## config.mk

```make
export PLATFORM = sky130hd
export DESIGN_NAME = btn_tap_counter
export DESIGN_NICKNAME = d
export VERILOG_FILES = /design/src/rtl/btn_tap_counter.sv
export SDC_FILE = /design/constraint.sdc
export NUM_CORES = 1
export LEC_CHECK = 0
export BUFFER_PORTS_ARGS = -buffer_cell sky130_fd_sc_hd__buf_2
export CELL_PAD_IN_SITES_DETAIL_PLACEMENT = 0
export CELL_PAD_IN_SITES_GLOBAL_PLACEMENT = 1
export CORE_MARGIN = 2
export CORE_UTILIZATION = 25
export CTS_CLUSTER_SIZE = 30
export DETAILED_ROUTE_END_ITERATION = 12
export PLACE_DENSITY_LB_ADDON = 0.1
export SLEW_MARGIN = 20
export SYNTH_ARGS = -nofsm -noshare
export SYNTH_HDL_FRONTEND = slang
export SYNTH_SLANG_ARGS = --single-unit
```

## constraint.sdc

```tcl
create_clock -name clk -period 5.56 [get_ports clk]
set_clock_uncertainty 0.2 [all_clocks]
set_input_delay 0.556 -clock clk [delete_from_list [all_inputs] [get_ports clk]]
set_output_delay 0.556 -clock clk [all_outputs]
set_load 0.03 [all_outputs]
```

## src/rtl/btn_tap_counter.sv

```systemverilog
module btn_tap_counter #(
  parameter int CLK_HZ      = 50_000_000,
  parameter int WIDTH       = 8,
  parameter int DEBOUNCE_MS = 30,
  parameter int SLOW_MS     = 250,
  parameter int FAST_MS     = 50,
  parameter int SLOW_SPAN_MS = 1000
) (
  input  logic             clk,
  input  logic             rst_n,
  input  logic             btn_up_n,
  input  logic             btn_dn_n,
  input  logic             freeze,
  input  logic             load_en,
  input  logic [WIDTH-1:0] load_val,
  output logic [WIDTH-1:0] tap
);
  // tick period derived from clock frequency
  localparam int TPM    = (CLK_HZ / 1000 < 1) ? 1 : CLK_HZ / 1000;
  localparam int PRE_W  = (TPM > 1) ? $clog2(TPM) : 1;
  localparam int MS_MAX = (DEBOUNCE_MS > SLOW_MS) ?
                          ((DEBOUNCE_MS > FAST_MS) ? DEBOUNCE_MS : FAST_MS) :
                          ((SLOW_MS > FAST_MS) ? SLOW_MS : FAST_MS);
  localparam int MS_W   = $clog2(MS_MAX + 1);
  localparam int HOLD_W = $clog2(SLOW_SPAN_MS + 1);
  localparam logic [PRE_W-1:0]  PRE_LAST  = PRE_W'(TPM - 1);
  localparam logic [MS_W-1:0]   DB_LAST   = MS_W'(DEBOUNCE_MS - 1);
  localparam logic [MS_W-1:0]   SLOW_LAST = MS_W'(SLOW_MS - 1);
  localparam logic [MS_W-1:0]   FAST_LAST = MS_W'(FAST_MS - 1);
  localparam logic [HOLD_W-1:0] HOLD_LAST = HOLD_W'(SLOW_SPAN_MS - 1);
  localparam logic [WIDTH-1:0]  TOP       = {WIDTH{1'b1}};

  typedef enum logic [1:0] {S_IDLE, S_DB, S_SLOW, S_FAST} scan_t;

  logic [1:0]        up_sync, dn_sync;
  logic              up_p, dn_p, one_p, dir_q, dir_ok;
  logic [PRE_W-1:0]  pre_cnt;
  logic              tick;
  scan_t             state;
  logic [MS_W-1:0]   ms_cnt;
  logic [HOLD_W-1:0] hold_cnt;
  logic              step;

  // two-flop synchronisers, idle high
  always_ff @(posedge clk or negedge rst_n) begin
    if (!rst_n) begin
      up_sync <= 2'b11;
      dn_sync <= 2'b11;
    end else begin
      up_sync <= {up_sync[0], btn_up_n};
      dn_sync <= {dn_sync[0], btn_dn_n};
    end
  end

  assign up_p   = ~up_sync[1];
  assign dn_p   = ~dn_sync[1];
  assign one_p  = up_p ^ dn_p;
  assign dir_ok = one_p && (up_p == dir_q);

  always_ff @(posedge clk or negedge rst_n) begin
    if (!rst_n)             pre_cnt <= '0;
    else if (pre_cnt == PRE_LAST) pre_cnt <= '0;
    else                    pre_cnt <= pre_cnt + 1'b1;
  end

  assign tick = (pre_cnt == PRE_LAST);

  // a step fires when the running interval completes
  always_comb begin
    step = 1'b0;
    if (tick && !freeze && dir_ok) begin
      case (state)
        S_DB:    step = (ms_cnt == DB_LAST);
        S_SLOW:  step = (ms_cnt == SLOW_LAST);
        S_FAST:  step = (ms_cnt == FAST_LAST);
        default: step = 1'b0;
      endcase
    end
  end

  // scan state machine
  always_ff @(posedge clk or negedge rst_n) begin
    if (!rst_n) begin
      state    <= S_IDLE;
      dir_q    <= 1'b0;
      ms_cnt   <= '0;
      hold_cnt <= '0;
    end else if (!freeze) begin
      if (!one_p || (state != S_IDLE && up_p != dir_q)) begin
        state    <= S_IDLE;
        ms_cnt   <= '0;
        hold_cnt <= '0;
      end else begin
        case (state)
          S_IDLE: begin
            state  <= S_DB;
            dir_q  <= up_p;
            ms_cnt <= '0;
          end
          S_DB: if (tick) begin
            if (ms_cnt == DB_LAST) begin
              state    <= S_SLOW;
              ms_cnt   <= '0;
              hold_cnt <= '0;
            end else begin
              ms_cnt <= ms_cnt + 1'b1;
            end
          end
          S_SLOW: if (tick) begin
            hold_cnt <= hold_cnt + 1'b1;
            if (hold_cnt == HOLD_LAST) begin
              state  <= S_FAST;
              ms_cnt <= '0;
            end else if (ms_cnt == SLOW_LAST) begin
              ms_cnt <= '0;
            end else begin
              ms_cnt <= ms_cnt + 1'b1;
            end
          end
          S_FAST: if (tick) begin
            if (ms_cnt == FAST_LAST) ms_cnt <= '0;
            else                     ms_cnt <= ms_cnt + 1'b1;
          end
          default: state <= S_IDLE;
        endcase
      end
    end
  end

  // value register, saturating
  always_ff @(posedge clk or negedge rst_n) begin
    if (!rst_n) begin
      tap <= '0;
    end else if (load_en) begin
      tap <= load_val;
    end else if (step) begin
      if (dir_q && tap != TOP)        tap <= tap + 1'b1;
      else if (!dir_q && tap != '0)   tap <= tap - 1'b1;
    end
  end

endmodule

```

== After elaboration in Yosys (flattened, before gate mapping) ==
Cells that the tools add are included.

* Bits in registers: 49
* Input port bits: 14
* Output and inout port bits: 8
* Logic and storage cells: 83

* Add/sub/neg operators: 5
* Equal/unequal tests: 16
* Mux-type cells: 27
* Bitwise operators: 5
* Reduce and logical (&&, ||, !) cells: 22

{| class="wikitable"
|+ Operator list
! kind !! count
|-
| $mux W8 || 12
|-
| $mux W10 || 4
|-
| $pmux W8 S4 || 1
|-
| $pmux W10 S2 || 1
|-
| $add A16 B1 Y16 const B || 1
|-
| $add A8 B1 Y8 const B || 2
|-
| $eq A16 B16 Y1 const B || 1
|-
| $mux W16 || 1
|-
| $ne A3 B3 Y1 const B || 5
|-
| $add A10 B1 Y10 const B || 1
|-
| $eq A10 B10 Y1 const B || 1
|-
| $mux W2 || 5
|-
| $eq A8 B5 Y1 const B || 1
|-
| $eq A8 B6 Y1 const B || 1
|-
| $eq A8 B8 Y1 const B || 1
|-
| $ne A8 B8 Y1 const B || 1
|-
| $reduce_bool A8 Y1 || 1
|-
| $sub A8 B1 Y8 const B || 1
|-
| $logic_and A1 B1 Y1 || 6
|-
| $pmux W2 S3 || 1
|-
| $reduce_and A6 Y1 || 1
|-
| $reduce_bool A3 Y1 || 2
|-
| $reduce_and A5 Y1 || 1
|-
| $eq A2 B2 Y1 const B || 2
|-
| 15 further kinds || 21
|}

== Depth between registers and ports, before layout ==
Gate-level depths: netlist (run 1).

* Depth after elaboration: 7
* Gate-level depth with buffers: 10
* Depth with buffers taken out: 10

== Worst setup path before layout (run 1) ==
OpenSTA, ideal clock, no wires.

* Path kind: reg-to-reg
* From: register tap[0]
* To: register tap[6]
* Library setup time: 131 ps
* Arrival: 2441 ps
* Required time: 5229 ps
* Path slack: 2788 ps
* Cell stages (with the launch flop): 11
* Path buffers: 0
* Period minus slack after synthesis: 2772 ps
* Cell sequence: dfrtp_1 -> nand4_1 -> o21a_1 -> inv_1 -> ha_1 -> a21o_1 -> a21oi_1 -> o21bai_1 -> a21oi_1 -> nor4b_1 -> or3_1

* Word-level cells in the longest chain between the ends: 5
* Elaborated cells on any way between the ends: 12
* Those cells by class: add/sub: 2; eq/ne: 1; mux: 4; reduce/logical: 5

{| class="wikitable"
|+ Ends and longest elaborated chain
! item !! RTL line !! text
|-
| start: declaration || 16 || <nowiki>output logic [WIDTH-1:0] tap</nowiki>
|-
| start signal: assignment || 135 || <nowiki>tap <= load_val;</nowiki>
|-
| start signal: assignment || 137 || <nowiki>if (dir_q && tap != TOP) tap <= tap + 1'b1;</nowiki>
|-
| start signal: assignment || 138 || <nowiki>else if (!dir_q && tap != '0) tap <= tap - 1'b1;</nowiki>
|-
| $sub A8 B1 Y8 / $ne A8 B8 Y1 (equally long branches) || 138, 137 ||
|-
| $mux W8 / $logic_and A1 B1 Y1 (equally long branches) || 138, 137 ||
|-
| $mux W8 || 137 ||
|-
| $mux W8 || 136 || <nowiki>end else if (step) begin</nowiki>
|-
| $mux W8 || 134 || <nowiki>end else if (load_en) begin</nowiki>
|}

Parallel ways exist; a longest one is shown, timed or not. The select of a mux whose other input is x is not followed.
A chain may end at the register's enable or synchronous reset.

== Final worst setup path (run 1) ==
* From: register state[1]
* To: register hold_cnt[2]

* Word-level cells in the longest chain between the ends: 5
* Elaborated cells on any way between the ends: 12
* Those cells by class: eq/ne: 5; mux: 2; reduce/logical: 5

{| class="wikitable"
|+ Ends and longest elaborated chain
! item !! RTL line !! text
|-
| start: declaration || 39 || <nowiki>scan_t state;</nowiki>
|-
| start signal: assignment || 84 || <nowiki>state <= S_IDLE;</nowiki>
|-
| start signal: assignment || 90 || <nowiki>state <= S_IDLE;</nowiki>
|-
| start signal: assignment || 96 || <nowiki>state <= S_DB;</nowiki>
|-
| $reduce_bool A2 Y1 || 89 || <nowiki>if (!one_p || (state != S_IDLE && up_p != dir_q)) begin</nowiki>
|-
| $logic_and A1 B1 Y1 || 89 ||
|-
| $logic_or A1 B1 Y1 || 89 ||
|-
| $ne A3 B3 Y1 (no source line) / $reduce_bool A3 Y1 (equally long branches) || - ||
|-
| $reduce_and A5 Y1 (no source line) || - ||
|-
| end signal: assignment || 110 || <nowiki>hold_cnt <= hold_cnt + 1'b1;</nowiki>
|-
| end: declaration || 41 || <nowiki>logic [HOLD_W-1:0] hold_cnt;</nowiki>
|}

Parallel ways exist; a longest one is shown, timed or not.

==> results of run 1 <==
[worst paths after layout]
| check | from | endpoint | cells after the start |
|---|---|---|---|
| worst max-delay path | state[1]$_DFFE_PN0P_ | hold_cnt[2]$_DFFE_PN0P_ | 8 |
| worst min-delay path | up_sync[0]$_DFF_PN1_ | up_sync[1]$_DFF_PN1_ | 0 |
| worst max register to register | state[1]$_DFFE_PN0P_ | hold_cnt[2]$_DFFE_PN0P_ | 8 |
| worst min register to register | up_sync[0]$_DFF_PN1_ | up_sync[1]$_DFF_PN1_ | 0 |
| max in group asynchronous | rst_n | ms_cnt[0]$_DFFE_PN0P_ | 2 |
| min in group asynchronous | rst_n | pre_cnt[9]$_DFF_PN0_ | 2 |
[metal layers]
metal	wire, um	up-vias	global-route usage
met3	174	2	0.0236
met2	3310	22	0.198
li1	-	1169	-
met4	38	0	0.0244
met5	0	-	0
met1	3420	1124	0.160
[power breakdown]
group | internal, mW | switching, mW | total [mW]
clock network | 0.213 | 0.141 | 0.354
logic | 0.125 | 0.181 | 0.306
registers | 0.375 | 0.0261 | 0.401
total | 0.713 | 0.349 | 1.06
[registers in the layout, summed over array words and instances, names as in the netlist]
signal,cells
up_sync,2
ms_cnt,8
dir_q,1
pre_cnt,16
dn_sync,2
hold_cnt,10
state,2
tap,8
[synth_stat cells, drive strengths merged (3+ instances only)]
master	number
dfstp	4
xor2	12
nand2b	7
o21ai	28
ha	17
nand2	25
nor2b	5
and3	7
buf	4
nand4b	3
nand3	19
clkbuf	5
o31ai	6
xnor2	8
a21oi	12
nor3	6
nand4	7
mux2i	6
nor2	27
a22o	4
inv	10
dfrtp	45
o41ai	3
[cells by family after synthesis]
| group | synth area share |
|---|---|
| buffers and inverters | 0.0299 |
| adders and majority gates | 0.0782 |
| and+or+nand+nor | 0.232 |
| muxes | 0.0240 |
| AOI/OAI and AO/OA | 0.163 |
| DFF | 0.414 |
| xor gates and xnor gates | 0.0589 |
[cell type report]
cell class                 count  area (um^2)
timing repair buffer          22          113
inverter                      10         37.5
tap                          143          179
sequential                    49         1230
clock inverter                 3         46.3
clock buffer                   5          125
fill                        1219         8130
multi-input combinational    245         1650
[per-stage QoR]
step                instance area [um^2]  power (mW)  hold slack, ns  utilization  instances
global placement                    3210       0.723           0.146        0.279        469
global route                        3390        1.15           0.153        0.294        477
finish                              3390        1.06           0.150        0.294        477
detailed placement                  3210       0.718           0.147        0.279        469
CTS                                 3390        1.09           0.149        0.294        477
floorplan                           2970       0.642          0.0604            -        313
[worst reg2reg max path, cell delays in order, from the launching register on]
cell      delay [ns]
dfrtp_1         0.42
inv_1           0.14
ha_1            0.27
nor2b_1         0.07
o22ai_1         0.62
a21bo_2         0.32
nand2b_1        0.27
or2_0           0.44
o21ai_1         0.13
==> flow_summary.yaml, run 1 <==
status:
  status: "finished, violations left"
  violations: "DRC"
synthesis:
  syn_nets: 345
  ys_ff_latch: 49
  yosysWarnings: 0
  synth-edff-count: 0
  netlist_instances: 313
  synth_top_area_share: 0.379
  syn_area_mm2: 0.00297
  synthArstFlopShare: 1.00
  ys_seq_area_frac: 0.414
  ys_types: 59
  ys.flop_type: "dfrtp_1"
  synth_top_cell_by_area: "dfrtp_1"
  syn_area_per_cell_um2: 9.50
  yosys-top-cells-area: "dfrtp_1 (38%), ha_1 (7.2%), o21ai_1 (4.2%)"
worst_hold_path:
  worstHoldPathType: "reg -> reg"
die:
  dieArea_mm2: 0.0128
  io_pins: 22
  num_rows: 39
  core_area_mm2: 0.0115
  die_w_um: 113
  die_y_um: 113
  start_util: 0.258
sta:
  min_period_over_period: 0.541
  period_minus_slack_ns: 3.01
  timing.final.ws_setup_ns: 2.55
  slew_headroom: 0.482
  setup_viol: 0
  finalHoldViolCount: 0
  tightest_slew_ns: 0.777
  rsz0062_at_grt: "false"
  timing.setup.tns_ns: 0
  fmax_mhz: 333
  slew_violations: 0
detailed_routing:
  avgViaCountPerCell: 4.86
  via_count: 2317
  ant_nets: 0
  wl_per_cell_um: 14.6
  drc_errors: 3
  routed_wl_um: 6940
  firstDrtPassIters: 8
  drt_iter0_markers: 143
finish:
  final_nets: 365
  num_antenna_cells: 0
  final_cell_mix: "dfrtp_1 (45), nor2_1 (26), nand2_1 (25), o21ai_1 (25), buf_2 (21)"
  drive_gt1_frac: 0.129
  areaGrowthSynthToFinish_pct: 13.8
  final_common_cell: "dfrtp_1"
worst_setup_path:
  worstSetupPathType: "reg -> reg"
  worstPathMaxFanout: 10
  arrival_ns: 2.97
  crit_path_start_kind: "flop"
  cp.required_ns: 5.52
  path_cells: "inv_1 > ha_1 > nor2b_1 > o22ai_1 > a21bo_2 > nand2b_1 > or2_0 > o21ai_1"
  r2r_setup_slack_ns: 2.55
  crit_slowest_cell: "o22ai_1"
  cpPeakStageDelay_ns: 0.62
  crit_family: "compound AO/OA/AOI/OAI gates"
  crit_buf_inv: 1
  critPathCaptureType: "flop"
clocking:
  numCtsBuffers: 5
  clock_latency_ns: 0.29
  clockBufferDepth: 2
  cts_num_sinks: 49
  htreeDepth: 2
  cts_tree: "built"
  cts-root-buf: "clkbuf_16"
  clkTransAtPathRegs_ns: 0.07
  cts_resized: 0
  cts_hold_buffers: 0
  postCtsSetupBuffers: 0
placement:
  gp_congestion: 0.707
  hpwl_um: 5030
  pre_cts_slack_ns: 2.57
  placement.io_buffers: 21
job:
  cap_violations: 0
global_routing:
  grt_overflow: 0
  grt_pass1_vias: 2453
  grt.total_usage: 0.119
  grt_pass1_wl_um: 12300
  antenna_found_initial: 0
  grt_max_degree: 50
power_and_ir_drop:
  peakVddDrop_mv: 0.107
  p_per_area_mw_per_mm2: 314
  p_leak_nw: 1.40
(Power assumes the default switching activity.)
==> run 2: changes to the inputs <==
- ABC_AREA: not set -> 1
- clock period: 5.56 -> 2.8 ns (I/O delays scaled with it)
==> run 2 against run 1 <==
Effect of this change:
- the run now ends clean
- critical endpoint is now tap[5]$_DFFE_PN0P_
- combinational power rose to 4.2 times the previous value
- global-route usage rose by 0.74 points
- critical path type unchanged
- non-clock buffer count rose by 5
- via count rose by 27%
- setup slack got worse by 2.2 ns
- cell area rose by 13%
==> flow_summary.yaml, run 2 <==
synthesis:
  synth-edff-count: 0
  synth_top_cell_by_area: "dfrtp_1"
  synth_most_common_cell: "nand2_1"
  netlist_instances: 456
  synthArstFlopShare: 1.00
  syn_area_per_cell_um2: 7.35
  ys.flop_type: "dfrtp_1"
  yosysWarnings: 0
  syn_area_mm2: 0.00335
  synth_top_area_share: 0.336
  ys_ff_latch: 49
  syn_nets: 488
  ys_types: 39
  synth_common_cells: "nand2_1 (110), inv_1 (60), dfrtp_1 (45)"
  ys_seq_area_frac: 0.368
  yosys-top-cells-area: "dfrtp_1 (34%), nand2_1 (12%), inv_1 (6.7%)"
sta:
  tightest_slew_ns: 0.676
  timing.final.ws_setup_ns: 0.306
  min_period_over_period: 0.891
  finalHoldViolCount: 0
  slew_headroom: 0.549
  timing.setup.tns_ns: 0
  setup_viol: 0
  fmax_mhz: 401
  period_minus_slack_ns: 2.49
  rsz0062_at_grt: "false"
  slew_violations: 0
clocking:
  clockBufferDepth: 2
  cts_resized: 0
  cts_num_sinks: 49
  cts_tree: "built"
  cts-root-buf: "clkbuf_16"
  clkTransAtPathRegs_ns: 0.07
  clock_latency_ns: 0.30
  htreeDepth: 2
  numCtsBuffers: 5
finish:
  final_nets: 515
  largest_reg_flops: 16
  areaGrowthSynthToFinish_pct: 13.8
  regMostFlops: "pre_cnt"
  drive_gt1_frac: 0.132
  final_cell_mix: "nand2_1 (110), inv_1 (60), dfrtp_1 (45)"
  top_regs: "pre_cnt: 16 flops, hold_cnt: 10 flops"
  final_common_cell: "nand2_1"
  num_antenna_cells: 0
  final_cells: 660
  nFillCells: 1483
worst_setup_path:
  cp.required_ns: 2.79
  worstPathMaxFanout: 8
  worstSetupPathType: "reg -> reg"
  critPathCaptureType: "flop"
  r2r_setup_slack_ns: 0.31
  reg2reg_depth: 12
  arrival_ns: 2.49
  r2r_start: "tap[1]$_DFFE_PN0P_"
  timing.rr.end: "tap[5]$_DFFE_PN0P_"
  crit_path_start_kind: "flop"
detailed_routing:
  wl_per_cell_um: 12.6
  via_count: 2936
  ant_nets: 0
  avgViaCountPerCell: 4.45
  drc_errors: 0
  firstDrtPassIters: 4
  routed_wl_um: 8310
  drt_iter0_markers: 145
die:
  die_w_um: 120
  start_util: 0.255
  core_area_mm2: 0.0131
  num_rows: 42
  die_y_um: 120
  io_pins: 22
  dieArea_mm2: 0.0143
power_and_ir_drop:
  p_int_mw: 1.56
  p_per_area_mw_per_mm2: 730
  switching_share: 0.439
  seqPwrFrac: 0.317
  p_leak_nw: 1.77
  p_clk_frac: 0.221
  peakVddDrop_mv: 0.237
  combPwrFrac: 0.463
  p_sw_mw: 1.22
worst_hold_path:
  hold-path-endpoint: "tap[5]$_DFFE_PN0P_"
  min_from: "load_val[5]"
  worstHoldPathType: "in -> reg"
  holdPathStages: 5
status:
  status: "complete, no violations"
placement:
  hpwl_um: 6180
  pre_cts_slack_ns: 0.282
  gp_congestion: 0.731
  placement.io_buffers: 21
  dpl.cell_count: 649
global_routing:
  grt_pass1_vias: 2935
  grt_max_degree: 50
  grt_overflow: 0
  antenna_found_initial: 0
  grt_pass1_wl_um: 14400
  grt.total_usage: 0.126
job:
  cap_violations: 0
==> run 2: critical path, stage by stage (launching register included) <==
cell and delay (ns):
dfrtp_1 0.45, nand2_1 0.08, nor3_1 0.16, nand2_1 0.10, nand2_1 0.25, ha_1 0.35
a21oi_1 0.16, nand2_1 0.12, a21oi_1 0.17, xor2_1 0.15, o21ai_0 0.08, nand2_1 0.06
nand2_1 0.05
==> run 2: area by class of cell <==
cell class / instances / area [um^2] / share of cell area
Timing Repair Buffer: 27 / 158 / 0.0414
Inverter: 65 / 248 / 0.0650
Tap cell: 176 / 220 / 0.0578
Clock inverter: 2 / 10.0 / 0.00263
Multi-Input combinational cell: 335 / 1820 / 0.477
Sequential cell: 49 / 1230 / 0.323
Clock buffer: 6 / 129 / 0.0338
==> run 2: how the worst max path moves through the flow <==
stage / cells past startpoint / startpoint / to / slack (ns)
floorplan: 12 / tap[7]$_DFFE_PN0P_ / tap[5]$_DFFE_PN0P_ / 0.33
global placement: 12 / tap[2]$_DFFE_PN0P_ / tap[5]$_DFFE_PN0P_ / 0.31
detailed placement: 12 / tap[0]$_DFFE_PN0P_ / tap[5]$_DFFE_PN0P_ / 0.28
CTS: 12 / tap[0]$_DFFE_PN0P_ / tap[5]$_DFFE_PN0P_ / 0.26
global route: 12 / tap[0]$_DFFE_PN0P_ / tap[5]$_DFFE_PN0P_ / 0.02
finish: 12 / tap[1]$_DFFE_PN0P_ / tap[5]$_DFFE_PN0P_ / 0.31
==> run 2: stage by stage <==
stage | hold WS [ns] | utilization | total power, mW | instance area (um^2)
3_5_place_dp | 0.150 | 0.277 | 2.19 | 3640
2_1_floorplan | -0.216 | - | 1.88 | 3350
6_report | 0.0859 | 0.290 | 2.78 | 3810
5_1_grt | 0.103 | 0.290 | 3.04 | 3810
4_1_cts | 0.0773 | 0.290 | 2.84 | 3810
3_3_place_gp | 0.147 | 0.277 | 2.22 | 3640
==> run 2: what timing repair did <==
item | in CTS | in global routing
buffers inserted | 0 | 0
endpoints found under the hold margin | 47 | 0
hold buffers | 3 | 0
==> run 2: power by group through the flow <==
stage                     sequential, mW  clock [mW]  combinational (mW)
final                              0.881       0.614                1.29
after global routing               0.898       0.679                1.46
after CTS                          0.883       0.651                1.31
after detailed placement           0.897           0                1.30
after global placement             0.898           0                1.32
after floorplan                    0.967           0               0.913
==> run 2: routing by layer <==
| metal | GRT usage | routed length [um] | vias up |
|---|---|---|---|
| met5 | 0 | 0 | - |
| met4 | 0.0382 | 109 | 0 |
| li1 | - | - | 1543 |
| met2 | 0.203 | 3740 | 26 |
| met3 | 0.0299 | 239 | 7 |
| met1 | 0.168 | 4230 | 1360 |
==> run 2: logic make-up (layout without fill, tap and decap cells) <==
family / Yosys count / in the layout / share of synthesized area
xor gates and xnor gates: 11 / 11 / 0.0310
AOI/OAI and AO/OA: 59 / 59 / 0.105
buffers and inverters: 72 / 100 / 0.0900
and+or+nand+nor: 247 / 247 / 0.337
DFF: 49 / 49 / 0.368
adders and majority gates: 18 / 18 / 0.0695
